### src/rtl/cap_guard_pkg.sv
// Shared types for the capability access guard.
// Assumes: op and fault codes fit in three bits; permission indices are
// positions inside the permission field of a capability word.
package cap_guard_pkg;

    typedef enum logic [2:0] {
        OP_LD_PLAIN = 3'd0,
        OP_ST_PLAIN = 3'd1,
        OP_LD_DATA  = 3'd2,
        OP_ST_DATA  = 3'd3,
        OP_LD_CAP   = 3'd4,
        OP_ST_CAP   = 3'd5,
        OP_JUMP     = 3'd6,
        OP_PCREL    = 3'd7
    } acc_op_e;

    typedef enum logic [2:0] {
        FLT_NONE   = 3'd0,
        FLT_UNTAG  = 3'd1,
        FLT_CLASS  = 3'd2,
        FLT_PERM   = 3'd3,
        FLT_BOUNDS = 3'd4
    } fault_e;

    localparam int PERM_N  = 5;
    localparam int PERM_RD = 0;
    localparam int PERM_WR = 1;
    localparam int PERM_EX = 2;
    localparam int PERM_LC = 3;
    localparam int PERM_SC = 4;

    // True for operations authorised by the capability register.
    function automatic logic op_uses_cap(input acc_op_e op);
        return (op == OP_LD_DATA) || (op == OP_ST_DATA) || (op == OP_LD_CAP) ||
               (op == OP_ST_CAP)  || (op == OP_JUMP);
    endfunction

    // True for ordinary moves that bypass the capability.
    function automatic logic op_is_plain(input acc_op_e op);
        return (op == OP_LD_PLAIN) || (op == OP_ST_PLAIN);
    endfunction

endpackage

### src/rtl/cap_range_chk.sv
// Bounds check: the access [addr, addr+len_m1] must lie inside [lo, hi].
// Assumes: hi is inclusive; the end address is formed one bit wider so a
// range running past the top of the address space is never accepted.
module cap_range_chk #(
    parameter int VA_W  = 48,
    parameter int LEN_W = 4
) (
    input  logic [VA_W-1:0]  addr,
    input  logic [LEN_W-1:0] len_m1,
    input  logic [VA_W-1:0]  lo,
    input  logic [VA_W-1:0]  hi,
    output logic             in_range
);
    localparam int EXT_W = VA_W + 1;

    logic [EXT_W-1:0] last_byte;
    logic             above_lo;
    logic             below_hi;

    // Compute the last byte address without wrap and compare both ends.
    always_comb begin
        last_byte = {1'b0, addr} + EXT_W'(len_m1);
        above_lo  = (addr >= lo);
        below_hi  = (last_byte <= {1'b0, hi});
        in_range  = above_lo && below_hi;
    end
endmodule

### src/rtl/cap_perm_chk.sv
// Permission check: each capability-authorised op needs one permission bit.
// Assumes: ops that do not use the capability need no bit and always pass.
module cap_perm_chk
    import cap_guard_pkg::*;
#(
    parameter int NPERM = PERM_N
) (
    input  acc_op_e          op,
    input  logic [NPERM-1:0] perms,
    output logic [NPERM-1:0] need,
    output logic             perm_ok
);
    // Map the operation to the single permission bit it requires.
    always_comb begin
        need = '0;
        case (op)
            OP_LD_DATA: need[PERM_RD] = 1'b1;
            OP_ST_DATA: need[PERM_WR] = 1'b1;
            OP_LD_CAP:  need[PERM_LC] = 1'b1;
            OP_ST_CAP:  need[PERM_SC] = 1'b1;
            OP_JUMP:    need[PERM_EX] = 1'b1;
            default:    need = '0;
        endcase
    end

    // Every required bit must be granted.
    always_comb perm_ok = ((need & ~perms) == '0);
endmodule

### src/rtl/cap_fault_sel.sv
// Fault prioritisation and trap register.
// Assumes: the per-check results arrive in the same cycle as acc_valid; the
// trap and cause are valid for exactly the cycle after the refused access.
module cap_fault_sel
    import cap_guard_pkg::*;
#(
    parameter int CAUSE_W = 3,
    parameter int NPERM   = PERM_N
) (
    input  logic               clk,
    input  logic               rst_n,
    input  logic               valid,
    input  logic               uses_cap,
    input  logic               is_plain,
    input  logic               mode_en,
    input  logic               tag_ok,
    input  logic               perm_ok,
    input  logic [NPERM-1:0]   need,
    input  logic               bounds_ok,
    output logic               allow,
    output logic               trap_q,
    output logic [CAUSE_W-1:0] cause_q
);
    fault_e fault;

    // Pick the highest-priority fault for the current access.
    always_comb begin
        fault = FLT_NONE;
        if (is_plain && mode_en) begin
            fault = FLT_CLASS;
        end else if (uses_cap) begin
            if (!tag_ok)         fault = FLT_UNTAG;
            else if (!perm_ok)   fault = FLT_PERM;
            else if (!bounds_ok) fault = FLT_BOUNDS;
        end
    end

    // Grant only a presented access with no fault.
    always_comb allow = valid && (fault == FLT_NONE);

    // Register the trap pulse and its cause for one cycle.
    always_ff @(posedge clk) begin
        if (!rst_n) begin
            trap_q  <= 1'b0;
            cause_q <= '0;
        end else begin
            trap_q  <= valid && (fault != FLT_NONE);
            cause_q <= valid ? CAUSE_W'(fault) : '0;
        end
    end

    // a trap always carries a nonzero cause, and no cause without a trap.
    assert_cause_pairs_R9: assert property (@(posedge clk) disable iff (!rst_n)
        trap_q == (cause_q != '0));

    // a refused access is followed by a trap pulse.
    assert_trap_follows_R9: assert property (@(posedge clk) disable iff (!rst_n)
        (valid && !allow) |=> trap_q);

    // an idle or granted cycle leaves no trap behind.
    assert_no_spurious_trap_R9: assert property (@(posedge clk) disable iff (!rst_n)
        (!valid || allow) |=> !trap_q);

    // at most one permission bit is required by any operation.
    assert_single_need_R2: assert property (@(posedge clk) disable iff (!rst_n)
        $onehot0(need));
endmodule

### src/rtl/cap_guard.sv
// Capability access guard, top level.
// Decodes the capability word, runs the tag, class, permission and bounds
// checks, and drives the line-tag update for allowed stores.
// Assumes: inputs are stable between clock edges; reserved capability bits
// must be zero for the capability to count as well-formed.
module cap_guard
    import cap_guard_pkg::*;
#(
    parameter int VA_W    = 48,
    parameter int CAP_W   = 128,
    parameter int LEN_W   = 4,
    parameter int CAUSE_W = 3
) (
    input  logic               clk,
    input  logic               rst_n,
    input  logic               acc_valid,
    input  logic [2:0]         acc_op,
    input  logic [VA_W-1:0]    acc_addr,
    input  logic [LEN_W-1:0]   acc_len_m1,
    input  logic [CAP_W-1:0]   cap_word,
    input  logic               cap_tag,
    input  logic               cap_mode_en,
    input  logic               src_tag,
    output logic               acc_allow,
    output logic               line_tag_we,
    output logic               line_tag_val,
    output logic               trap_pulse,
    output logic [CAUSE_W-1:0] trap_cause
);
    localparam int LO_LSB   = 0;
    localparam int HI_LSB   = VA_W;
    localparam int PERM_LSB = 2 * VA_W;
    localparam int RSV_LSB  = PERM_LSB + PERM_N;
    localparam int RSV_W    = CAP_W - RSV_LSB;

    acc_op_e            op;
    logic [VA_W-1:0]    cap_lo;
    logic [VA_W-1:0]    cap_hi;
    logic [PERM_N-1:0]  cap_perms;
    logic [RSV_W-1:0]   cap_rsv;
    logic               tag_ok;
    logic               perm_ok;
    logic               bounds_ok;
    logic               uses_cap;
    logic               is_plain;
    logic               is_store;
    logic [PERM_N-1:0]  need;

    // Split the capability into its fields and classify the operation.
    always_comb begin
        op        = acc_op_e'(acc_op);
        cap_lo    = cap_word[LO_LSB   +: VA_W];
        cap_hi    = cap_word[HI_LSB   +: VA_W];
        cap_perms = cap_word[PERM_LSB +: PERM_N];
        cap_rsv   = cap_word[RSV_LSB  +: RSV_W];
        tag_ok    = cap_tag && (cap_rsv == '0);
        uses_cap  = op_uses_cap(op);
        is_plain  = op_is_plain(op);
        is_store  = (op == OP_ST_PLAIN) || (op == OP_ST_DATA) || (op == OP_ST_CAP);
    end

    cap_range_chk #(.VA_W(VA_W), .LEN_W(LEN_W)) u_range (
        .addr     (acc_addr),
        .len_m1   (acc_len_m1),
        .lo       (cap_lo),
        .hi       (cap_hi),
        .in_range (bounds_ok)
    );

    cap_perm_chk #(.NPERM(PERM_N)) u_perm (
        .op      (op),
        .perms   (cap_perms),
        .need    (need),
        .perm_ok (perm_ok)
    );

    cap_fault_sel #(.CAUSE_W(CAUSE_W), .NPERM(PERM_N)) u_fault (
        .clk       (clk),
        .rst_n     (rst_n),
        .valid     (acc_valid),
        .uses_cap  (uses_cap),
        .is_plain  (is_plain),
        .mode_en   (cap_mode_en),
        .tag_ok    (tag_ok),
        .perm_ok   (perm_ok),
        .need      (need),
        .bounds_ok (bounds_ok),
        .allow     (acc_allow),
        .trap_q    (trap_pulse),
        .cause_q   (trap_cause)
    );

    // Allowed stores rewrite the line tag; only a capability store may set it.
    always_comb begin
        line_tag_we  = acc_allow && is_store;
        line_tag_val = line_tag_we && (op == OP_ST_CAP) && src_tag;
    end

    // PC-relative accesses are never refused.
    assert_pcrel_open_R5: assert property (@(posedge clk) disable iff (!rst_n)
        (acc_valid && op == OP_PCREL) |-> acc_allow);

    // with enforcement off, ordinary moves go through.
    assert_plain_open_R4: assert property (@(posedge clk) disable iff (!rst_n)
        (acc_valid && is_plain && !cap_mode_en) |-> acc_allow);

    // an untagged capability never authorises an access.
    assert_untagged_block_R3: assert property (@(posedge clk) disable iff (!rst_n)
        (acc_valid && uses_cap && !cap_tag) |-> !acc_allow);

    // a set line tag only ever comes from an allowed capability store.
    assert_tag_set_source_R10: assert property (@(posedge clk) disable iff (!rst_n)
        line_tag_val |-> (line_tag_we && op == OP_ST_CAP && src_tag));

    // nothing is granted or written while idle.
    assert_idle_quiet_R12: assert property (@(posedge clk) disable iff (!rst_n)
        !acc_valid |-> (!acc_allow && !line_tag_we));
endmodule

### config.mk
export PLATFORM = sky130hd
export DESIGN_NAME = cap_guard
export DESIGN_NICKNAME = d
export VERILOG_FILES = /design/src/rtl/cap_guard_pkg.sv /design/src/rtl/cap_range_chk.sv /design/src/rtl/cap_perm_chk.sv /design/src/rtl/cap_fault_sel.sv /design/src/rtl/cap_guard.sv
export SDC_FILE = /design/constraint.sdc
export NUM_CORES = 1
export LEC_CHECK = 0
export ABC_AREA = 1
export CAP_MARGIN = 10
export CORE_MARGIN = 3
export CORE_UTILIZATION = 40
export DETAILED_ROUTE_END_ITERATION = 10
export PLACE_DENSITY = 0.8
export SKIP_CTS_REPAIR_TIMING = 1
export SLEW_MARGIN = 25
export SYNTH_ARGS = -nofsm -noshare
export SYNTH_HDL_FRONTEND = slang
export SYNTH_SLANG_ARGS = --single-unit
### constraint.sdc
create_clock -name clk -period 3.6 [get_ports clk]
set_input_delay 0.36 -clock clk [delete_from_list [all_inputs] [get_ports clk]]
set_output_delay 0.36 -clock clk [all_outputs]
set_load 0.01 [all_outputs]
==> impl_metrics.yaml, run 1 <==
run_status:
  run_status: "complete, but fails checks"
  violations: "negative setup slack"
detailed_routing:
  drt-pass1-iter-count: 5
  vias: 6032
  routed_wl_um: 16700
  wire_per_inst_um: 13.3
  route.detailed.vias_per_inst: 4.80
  drtIter0Drc: 421
  drc: 0
  ant_nets: 0
worst_setup_path:
  max_stage_delay_ns: 0.32
  critPathBufInv: 7
  crit_path_end_kind: "output port"
  startpoint_type: "input pin"
  worstPathArrival_ns: 3.84
  critical_path_class: "input pin to output port"
  crit_family: "simple AND/OR/NAND/NOR gates"
  crit_top_cell: "nand2_1"
  critPathMaxFanout: 3
  cp_slowest_cell: "fa_2"
  cp.required_ns: 3.24
  cp-startpoint: "acc_len_m1[0]"
logic_synthesis:
  yosysSeqAreaShare_pct: 1.79
  syn_inst: 781
  ys_types: 31
  synth_warnings: 0
  synth_area_mm2: 0.00447
  ys_ff_latch: 4
  avgSynthCellArea_um2: 5.72
  synth_nets: 1071
power_and_ir_drop:
  p_sw_share_pct: 40.7
  pwr-share-seq_pct: 4.9
  cellLeakagePower_nw: 4.34
  peakVddDrop_mv: 0.0991
  power_frac_clock_pct: 10.3
  p_switching_mw: 0.385
  p_int_mw: 0.561
  pwr-share-comb_pct: 84.8
  power.density_mw_per_mm2: 118
  power_mw: 0.947
global_route:
  grt_usage_pct: 23.6
  grt_pass1_wl_um: 25200
  grt_pass1_vias: 5730
  gr-total-overflow: 0
  grt_start_max_net_pins: 7
  grt_antenna_before_repair: 1
floorplan:
  die_w_um: 112
  design.core.area_mm2: 0.0106
  start_util_pct: 42.2
  die_area_mm2: 0.0125
  rows: 37
  fp.dieH_um: 112
  ios: 196
place:
  gp_congestion: 0.892
  place_area_mm2: 0.00762
  port_buffers: 195
  pre_cts_ws_ns: -1.49
  place_hpwl_um: 14300
  dp_cells: 1241
cts:
  cts_tree: "yes"
  cts-root-buf: "clkbuf_8"
  cts_buffer_depth: 2
  path_clk_slew_ns: 0.03
  cts_num_sinks: 4
  ctsHtreeMaxLevel: 1
  cts_inserted_buffers: 3
min_path:
  hold_start: "cap_mode_en"
  hp-class: "input pin to flop"
final_layout:
  fin_cells: 1256
  final_area_mm2: 0.00801
  final_cell_mix: "190 x inv_1, 179 x clkdlybuf4s50_1, 173 x nand2_1"
  areaGrowthSynthToFinish_pct: 79.3
  nNetsFinal: 1411
  mostFrequentLayoutCell: "inv_1"
  drive_gt1_share_pct: 18.9
  post-route-util_pct: 75.6
timing:
  period_needed_ns: 4.20
  rsz0062_at_grt: "true"
  setup_viol_count_final: 3
  fmax_ghz: 0.238
  slew_viol_final: 0
  finalWorstSetupSlack_ns: -0.598
  tns_ns: -1.72
  holdWs_ns: 0.779
  worstMarginPinSlew_ns: 0.473
  timing.max_slew.rel_slack_pct: 68.2
  period_share_pct: 117
  final-hold-violation-count: 0
flow_run:
  cap_violations: 0
state kept, by name (all words and copies together), names as in the netlist:
| register | count |
|---|---|
| u_fault.trap_q | 1 |
| u_fault.cause_q | 3 |
power groups by stage:
stage | logic [mW] | registers, mW | clock network (mW)
after floorplan | 0.323 | 0.0476 | 0
after global placement | 0.733 | 0.0469 | 0
after detailed placement | 0.754 | 0.0469 | 0
after CTS | 0.758 | 0.0464 | 0.0988
after global routing | 0.892 | 0.0465 | 0.103
final | 0.803 | 0.0464 | 0.0972
worst paths after layout:
kind	to	slack, ns	cells past startpoint
worst min-delay path	u_fault.cause_q[1]$_SDFF_PN0_	0.78	3
worst max-delay path	line_tag_we	-0.60	30
logic make-up after synthesis:
logic type / Yosys count / synth area share, %
compound gates: 63 / 7.47
xor+xnor: 43 / 8.43
fa+ha+maj: 101 / 28.4
buf+inv: 194 / 16.3
flops: 4 / 1.79
simple gates: 376 / 37.6
synthesized netlist by cell type:
cell	n	area, um^2
o21a_1	1	7.51
a21oi_2	1	8.76
or3_1	1	6.26
o21bai_1	2	15.0
or4_1	1	7.51
nor2_4	6	67.6
nand2_1	183	687
dfxtp_1	4	80.1
nand3_4	2	35.0
nand4_1	22	138
fa_1	1	20.0
nand2_4	1	11.3
nand2_2	4	25.0
nor2_2	2	12.5
a21oi_1	45	225
nor3b_1	1	7.51
o21ai_0	11	55.1
nor2_1	95	357
nor4_1	8	50.1
nor3_2	1	10.0
nor4_2	1	12.5
ha_1	100	1250
and2_1	2	12.5
nand3_1	25	125
inv_1	194	728
and3_1	2	12.5
xnor2_1	16	140
a21o_1	3	22.5
xor2_1	27	236
nor3_1	16	80.1
nand3b_1	3	22.5
routing by layer:
metal / up-vias / global-route usage [%] / part of all wire, % / routed length [um]
met4: 0 / 3.65 / 1.7 / 278
li1: 3123 / - / - / -
met2: 201 / 42.2 / 51 / 8460
met3: 26 / 1.63 / 6.0 / 1010
met5: - / 0 / 0 / 0
met1: 2682 / 31.5 / 42 / 7000
cell type report:
type / count / area, um^2
Antenna cell: 1 / 2.50
Clock buffer: 3 / 41.3
Fill cell: 795 / 2590
Inverter: 194 / 728
Multi-Input combinational cell: 583 / 3960
Sequential cell: 4 / 80.1
Tap cell: 136 / 170
Timing Repair Buffer: 335 / 3030
(Power assumes the default switching activity.)
==> run 2, diff against run 1 <==
--- a/config.mk
+++ b/config.mk
@@ -10,6 +10,7 @@
 export CORE_MARGIN = 3
 export CORE_UTILIZATION = 40
 export DETAILED_ROUTE_END_ITERATION = 10
+export GPL_TIMING_DRIVEN = 0
 export PLACE_DENSITY = 0.8
 export SKIP_CTS_REPAIR_TIMING = 1
 export SLEW_MARGIN = 25
==> impl_metrics.yaml, run 2 (same netlist as run 1, synthesis figures left out) <==
run_status:
  run_status: "complete, but fails checks"
  violations: "negative setup slack"
detailed_routing:
  drtIter0Drc: 316
  drt-pass1-iter-count: 5
  met2_length_um: 6810
  vias: 5446
  route.detailed.vias_per_inst: 4.79
  highest_layer: "met4"
  routed_wl_um: 14500
  drc: 0
  ant_nets: 0
  wl_met3_um: 898
  wire_per_inst_um: 12.7
  wl_met1_um: 6530
timing:
  timing.max_slew.rel_slack_pct: 72.5
  period_needed_ns: 4.17
  fmax_ghz: 0.240
  setup_viol_count_final: 4
  period_share_pct: 116
  holdWs_ns: 0.762
  tns_ns: -1.68
  finalWorstSetupSlack_ns: -0.569
  worstMarginPinSlew_ns: 0.409
  slew_viol_final: 0
  rsz0062_at_grt: "true"
  final-hold-violation-count: 0
final_layout:
  fillCellCount: 935
  final_area_mm2: 0.00711
  nNetsFinal: 1292
  drive_gt1_share_pct: 9.50
  final_cell_mix: "187 x inv_1, 172 x clkdlybuf4s50_1, 169 x nand2_1"
  post-route-util_pct: 67.1
  diodes: 0
  fin_cells: 1136
  reg.largest.list: "u_fault.cause_q x3, u_fault.trap_q x1"
  mostFrequentLayoutCell: "inv_1"
  areaGrowthSynthToFinish_pct: 59.1
  regMostFlops: "u_fault.cause_q"
  largest_reg_flops: 3
place:
  port_buffers: 195
  place_area_mm2: 0.00665
  place_hpwl_um: 12400
  gp_congestion: 0.880
  pre_cts_ws_ns: -1.70
  dp_cells: 1112
global_route:
  grt_pass1_vias: 4963
  grt_pass1_wl_um: 22200
  gr-total-overflow: 0
  grt_antenna_before_repair: 0
  grt_usage_pct: 20.8
  grt_start_max_net_pins: 8
floorplan:
  start_util_pct: 42.2
  design.core.area_mm2: 0.0106
  die_area_mm2: 0.0125
  die_w_um: 112
  rows: 37
  fp.dieH_um: 112
  ios: 196
worst_setup_path:
  cp-startpoint: "acc_len_m1[0]"
  critPathMaxFanout: 4
  max_stage_delay_ns: 0.35
  critical_path_class: "input pin to output port"
  cp_slowest_cell: "fa_2"
  worstPathArrival_ns: 3.81
  cp.depth: 33
  cp.required_ns: 3.24
  startpoint_type: "input pin"
  crit_family: "simple AND/OR/NAND/NOR gates"
  endpoint: "line_tag_we"
  critPathBufInv: 6
  crit_path_end_kind: "output port"
  crit_top_cell: "nand2_2"
min_path:
  hp-class: "input pin to flop"
cts:
  cts_inserted_buffers: 3
  path_clk_slew_ns: 0.03
  cts-root-buf: "clkbuf_8"
  ctsHtreeMaxLevel: 1
  cts_tree: "yes"
  cts_num_sinks: 4
  cts_buffer_depth: 2
power_and_ir_drop:
  peakVddDrop_mv: 0.104
  power.density_mw_per_mm2: 117
  cellLeakagePower_nw: 3.85
  power_mw: 0.835
flow_run:
  cap_violations: 0
## run 2: changes by cell type in the layout (fill, tap and decap cells not counted), sizes merged
cell	change
clkbuf	-1
buf	-118
clkdlybuf4s50	-7
dlymetal6s2s	+7
diode	-1
## run 2: routing by layer
metal,vias up,GRT usage [%]
met5,-,0
met4,0,3.49
met3,18,2.61
met2,174,35.3
met1,2369,28.5
li1,2885,-
## run 2: layout make-up
type                       instances  area, um^2  share of cell area [%]
multi-input combinational        583        3930                    55.3
timing repair buffer             216        2160                    30.4
inverter                         194         728                    10.2
tap                              136         170                    2.39
sequential                         4        80.1                    1.13
clock buffer                       3        41.3                   0.581
## run 2: worst min-delay path by stage
stage	slack, ns	startpoint	cells after the start	end
after global routing	0.78	cap_mode_en	3	u_fault.cause_q[1]$_SDFF_PN0_
after global placement	0.99	rst_n	3	u_fault.cause_q[1]$_SDFF_PN0_
after CTS	0.75	cap_mode_en	3	u_fault.cause_q[1]$_SDFF_PN0_
final	0.76	rst_n	3	u_fault.cause_q[2]$_SDFF_PN0_
after detailed placement	0.99	cap_mode_en	3	u_fault.cause_q[1]$_SDFF_PN0_
after floorplan	0.54	acc_valid	2	u_fault.cause_q[0]$_SDFF_PN0_
## run 2: report_power, final
part           switching [mW]  internal, mW  leakage, nW
clock network          0.0267        0.0716       0.0216
logic                   0.328         0.362         3.79
registers            0.000385        0.0460       0.0326
==> run 3, diff against run 2 <==
--- a/config.mk
+++ b/config.mk
@@ -5,13 +5,15 @@
 export SDC_FILE = /design/constraint.sdc
 export NUM_CORES = 1
 export LEC_CHECK = 0
-export ABC_AREA = 1
+export ABC_AREA = 0
+export ABC_CLOCK_PERIOD_IN_PS = 3600
 export CAP_MARGIN = 10
 export CORE_MARGIN = 3
-export CORE_UTILIZATION = 40
+export CORE_UTILIZATION = 37
 export DETAILED_ROUTE_END_ITERATION = 10
+export GPL_ROUTABILITY_DRIVEN = 0
 export GPL_TIMING_DRIVEN = 0
-export PLACE_DENSITY = 0.8
+export PLACE_DENSITY = 0.79
 export SKIP_CTS_REPAIR_TIMING = 1
 export SLEW_MARGIN = 25
 export SYNTH_ARGS = -nofsm -noshare
==> impl_metrics.yaml, run 3 <==
detailed_routing:
  ant_nets: 0
  drt-pass1-iter-count: 4
  drtIter0Drc: 129
  wire_per_inst_um: 14.6
  drc: 0
  route.detailed.vias_per_inst: 5.06
  routed_wl_um: 12700
  vias: 4394
min_path:
  hold_path_depth: 3
  hp-class: "input pin to flop"
  hold_end: "u_fault.cause_q[1]$_SDFF_PN0_"
  hold_start: "acc_op[2]"
logic_synthesis:
  synthArstFlopShare_pct: 0
  yosysSeqAreaShare_pct: 2.15
  yosysTopAreaCell: "ha_1"
  syn_inst: 522
  synth_nets: 812
  synth_area_mm2: 0.00372
  ys_types: 51
  avgSynthCellArea_um2: 7.12
  synth_ff_type: "dfxtp_1"
  synth_area_leaders: "ha_1 34%, inv_1 11%, xnor2_1 7.5%"
  synth_edf_count: 0
  synth_common_cells: "104 x inv_1, 100 x ha_1, 52 x nand2_1, 37 x a21oi_1, 32 x xnor2_1"
  synth_warnings: 0
  yosysMostFrequentCell: "inv_1"
  ys_ff_latch: 4
  netlist.area_leader.share_pct: 33.7
power_and_ir_drop:
  p_int_mw: 0.471
  p_sw_share_pct: 37.2
  power_frac_clock_pct: 12.3
  p_switching_mw: 0.279
  cellLeakagePower_nw: 3.13
  power.density_mw_per_mm2: 121
  pwr-share-seq_pct: 6.2
  peakVddDrop_mv: 0.0731
  pwr-share-comb_pct: 81.5
flow_run:
  cap_violations: 0
place:
  port_buffers: 194
  place_hpwl_um: 10900
  pre_cts_ws_ns: -2.37
floorplan:
  start_util_pct: 39.1
  die_w_um: 106
  rows: 35
  ios: 196
  die_area_mm2: 0.0113
  fp.dieH_um: 106
  design.core.area_mm2: 0.00950
final_layout:
  diodes: 0
  largest_reg_flops: 3
  nNetsFinal: 1031
  final_cell_mix: "176 x clkdlybuf4s50_1, 103 x inv_1, 97 x ha_1"
  post-route-util_pct: 65.2
  mostFrequentLayoutCell: "clkdlybuf4s50_1"
  areaGrowthSynthToFinish_pct: 66.7
  drive_gt1_share_pct: 9.34
  reg.largest.list: "u_fault.cause_q x3, u_fault.trap_q x1"
  regMostFlops: "u_fault.cause_q"
timing:
  timing.max_slew.rel_slack_pct: 52.1
  setup_viol_count_final: 5
  period_share_pct: 136
  worstMarginPinSlew_ns: 0.701
  tns_ns: -4.89
  fmax_ghz: 0.204
  period_needed_ns: 4.91
  finalWorstSetupSlack_ns: -1.31
  final-hold-violation-count: 0
  slew_viol_final: 0
  rsz0062_at_grt: "true"
run_status:
  violations: "negative setup slack"
  run_status: "complete, but fails checks"
global_route:
  gr-total-overflow: 0
  grt_pass1_wl_um: 19600
  grt_usage_pct: 20.4
  grt_pass1_vias: 4482
  grt_start_max_net_pins: 11
  grt_antenna_before_repair: 0
cts:
  cts_buffer_depth: 2
  cts_inserted_buffers: 3
  path_clk_slew_ns: 0.03
  cts-root-buf: "clkbuf_8"
  cts_tree: "yes"
  ctsHtreeMaxLevel: 1
  cts_num_sinks: 4
worst_setup_path:
  critPathMaxFanout: 5
  cp.required_ns: 3.24
  critical_path_class: "input pin to output port"
  worstPathArrival_ns: 4.55
  startpoint_type: "input pin"
  crit_path_end_kind: "output port"
[run 3: cell count changes after synthesis, moves of 5 or more]
cell     delta
nor2b_1     +6
nor2_4      -5
inv_1      -90
xor2_1     -13
and3_1     +14
xnor2_1    +16
a21oi_1     -8
and4_1      +7
nor2_1     -76
a21o_1     +10
nand2_1   -131
nor3_1     -15
[run 3: layout make-up]
type	count	area, um^2
buffer	1	7.51
clock buffer	3	41.3
fill	818	3310
inverter	104	390
multi-input combinational	413	3400
sequential	4	80.1
tap	129	161
timing repair buffer	214	2120
[run 3: worst max-delay path, cell delays in order]
cell	delay (ns)
clkdlybuf4s50_1	0.45
ha_4	0.31
inv_1	0.06
o21ai_2	0.18
and4b_4	0.31
and4bb_4	0.28
and3_4	0.21
xor2_1	0.17
ha_1	0.26
and2_4	0.14
a221o_1	0.34
a22o_1	0.24
a2111oi_4	0.37
o21ai_1	0.14
o21ai_2	0.17
nand3_2	0.15
buf_6	0.15
a21oi_2	0.11
buf_2	0.15
[run 3: worst max path at each step]
stage                              from           end  slack (ns)
after floorplan             acc_addr[0]  line_tag_val       -0.53
after global placement      acc_addr[0]   line_tag_we       -2.21
after detailed placement    acc_addr[0]   line_tag_we       -2.37
after CTS                   acc_addr[0]   line_tag_we       -2.37
after global routing        acc_addr[1]   line_tag_we       -1.50
final                     acc_len_m1[3]   line_tag_we       -1.31
[run 3: per-layer routing]
layer / up-vias / track usage (%) / part of all wire (%)
met1: 1958 / 23.9 / 41
met2: 146 / 38.9 / 51
met4: 0 / 5.37 / 2.3
li1: 2264 / - / -
met3: 26 / 2.43 / 5.6
met5: - / 0 / 0
[run 3: power by group through the flow]
stage / registers, mW / clock network (mW) / logic (mW)
2_1_floorplan: 0.0481 / 0 / 0.265
3_3_place_gp: 0.0472 / 0 / 0.549
3_5_place_dp: 0.0473 / 0 / 0.573
4_1_cts: 0.0467 / 0.0959 / 0.577
5_1_grt: 0.0468 / 0.100 / 0.684
6_report: 0.0466 / 0.0924 / 0.611
[run 3: through the flow]
step                area (um^2)  hold WS, ns  power [mW]  cells
CTS                        5900        0.518       0.719    848
finish                     6200        0.528       0.750    868
floorplan                  3760        0.549       0.313    522
global placement           5860        0.730       0.596    845
global route               6200        0.543       0.831    868
detailed placement         5860        0.741       0.620    845
[run 3: kinds of logic after synthesis]
| family | after synthesis | synth area share, % |
|---|---|---|
| AOI/OAI and AO/OA | 93 | 15.9 |
| muxes | 2 | 0.875 |
| buffers and inverters | 105 | 10.7 |
| and+or+nand+nor | 171 | 25.3 |
| xor gates and xnor gates | 46 | 10.8 |
| adders and majority gates | 101 | 34.2 |
| DFF | 4 | 2.15 |
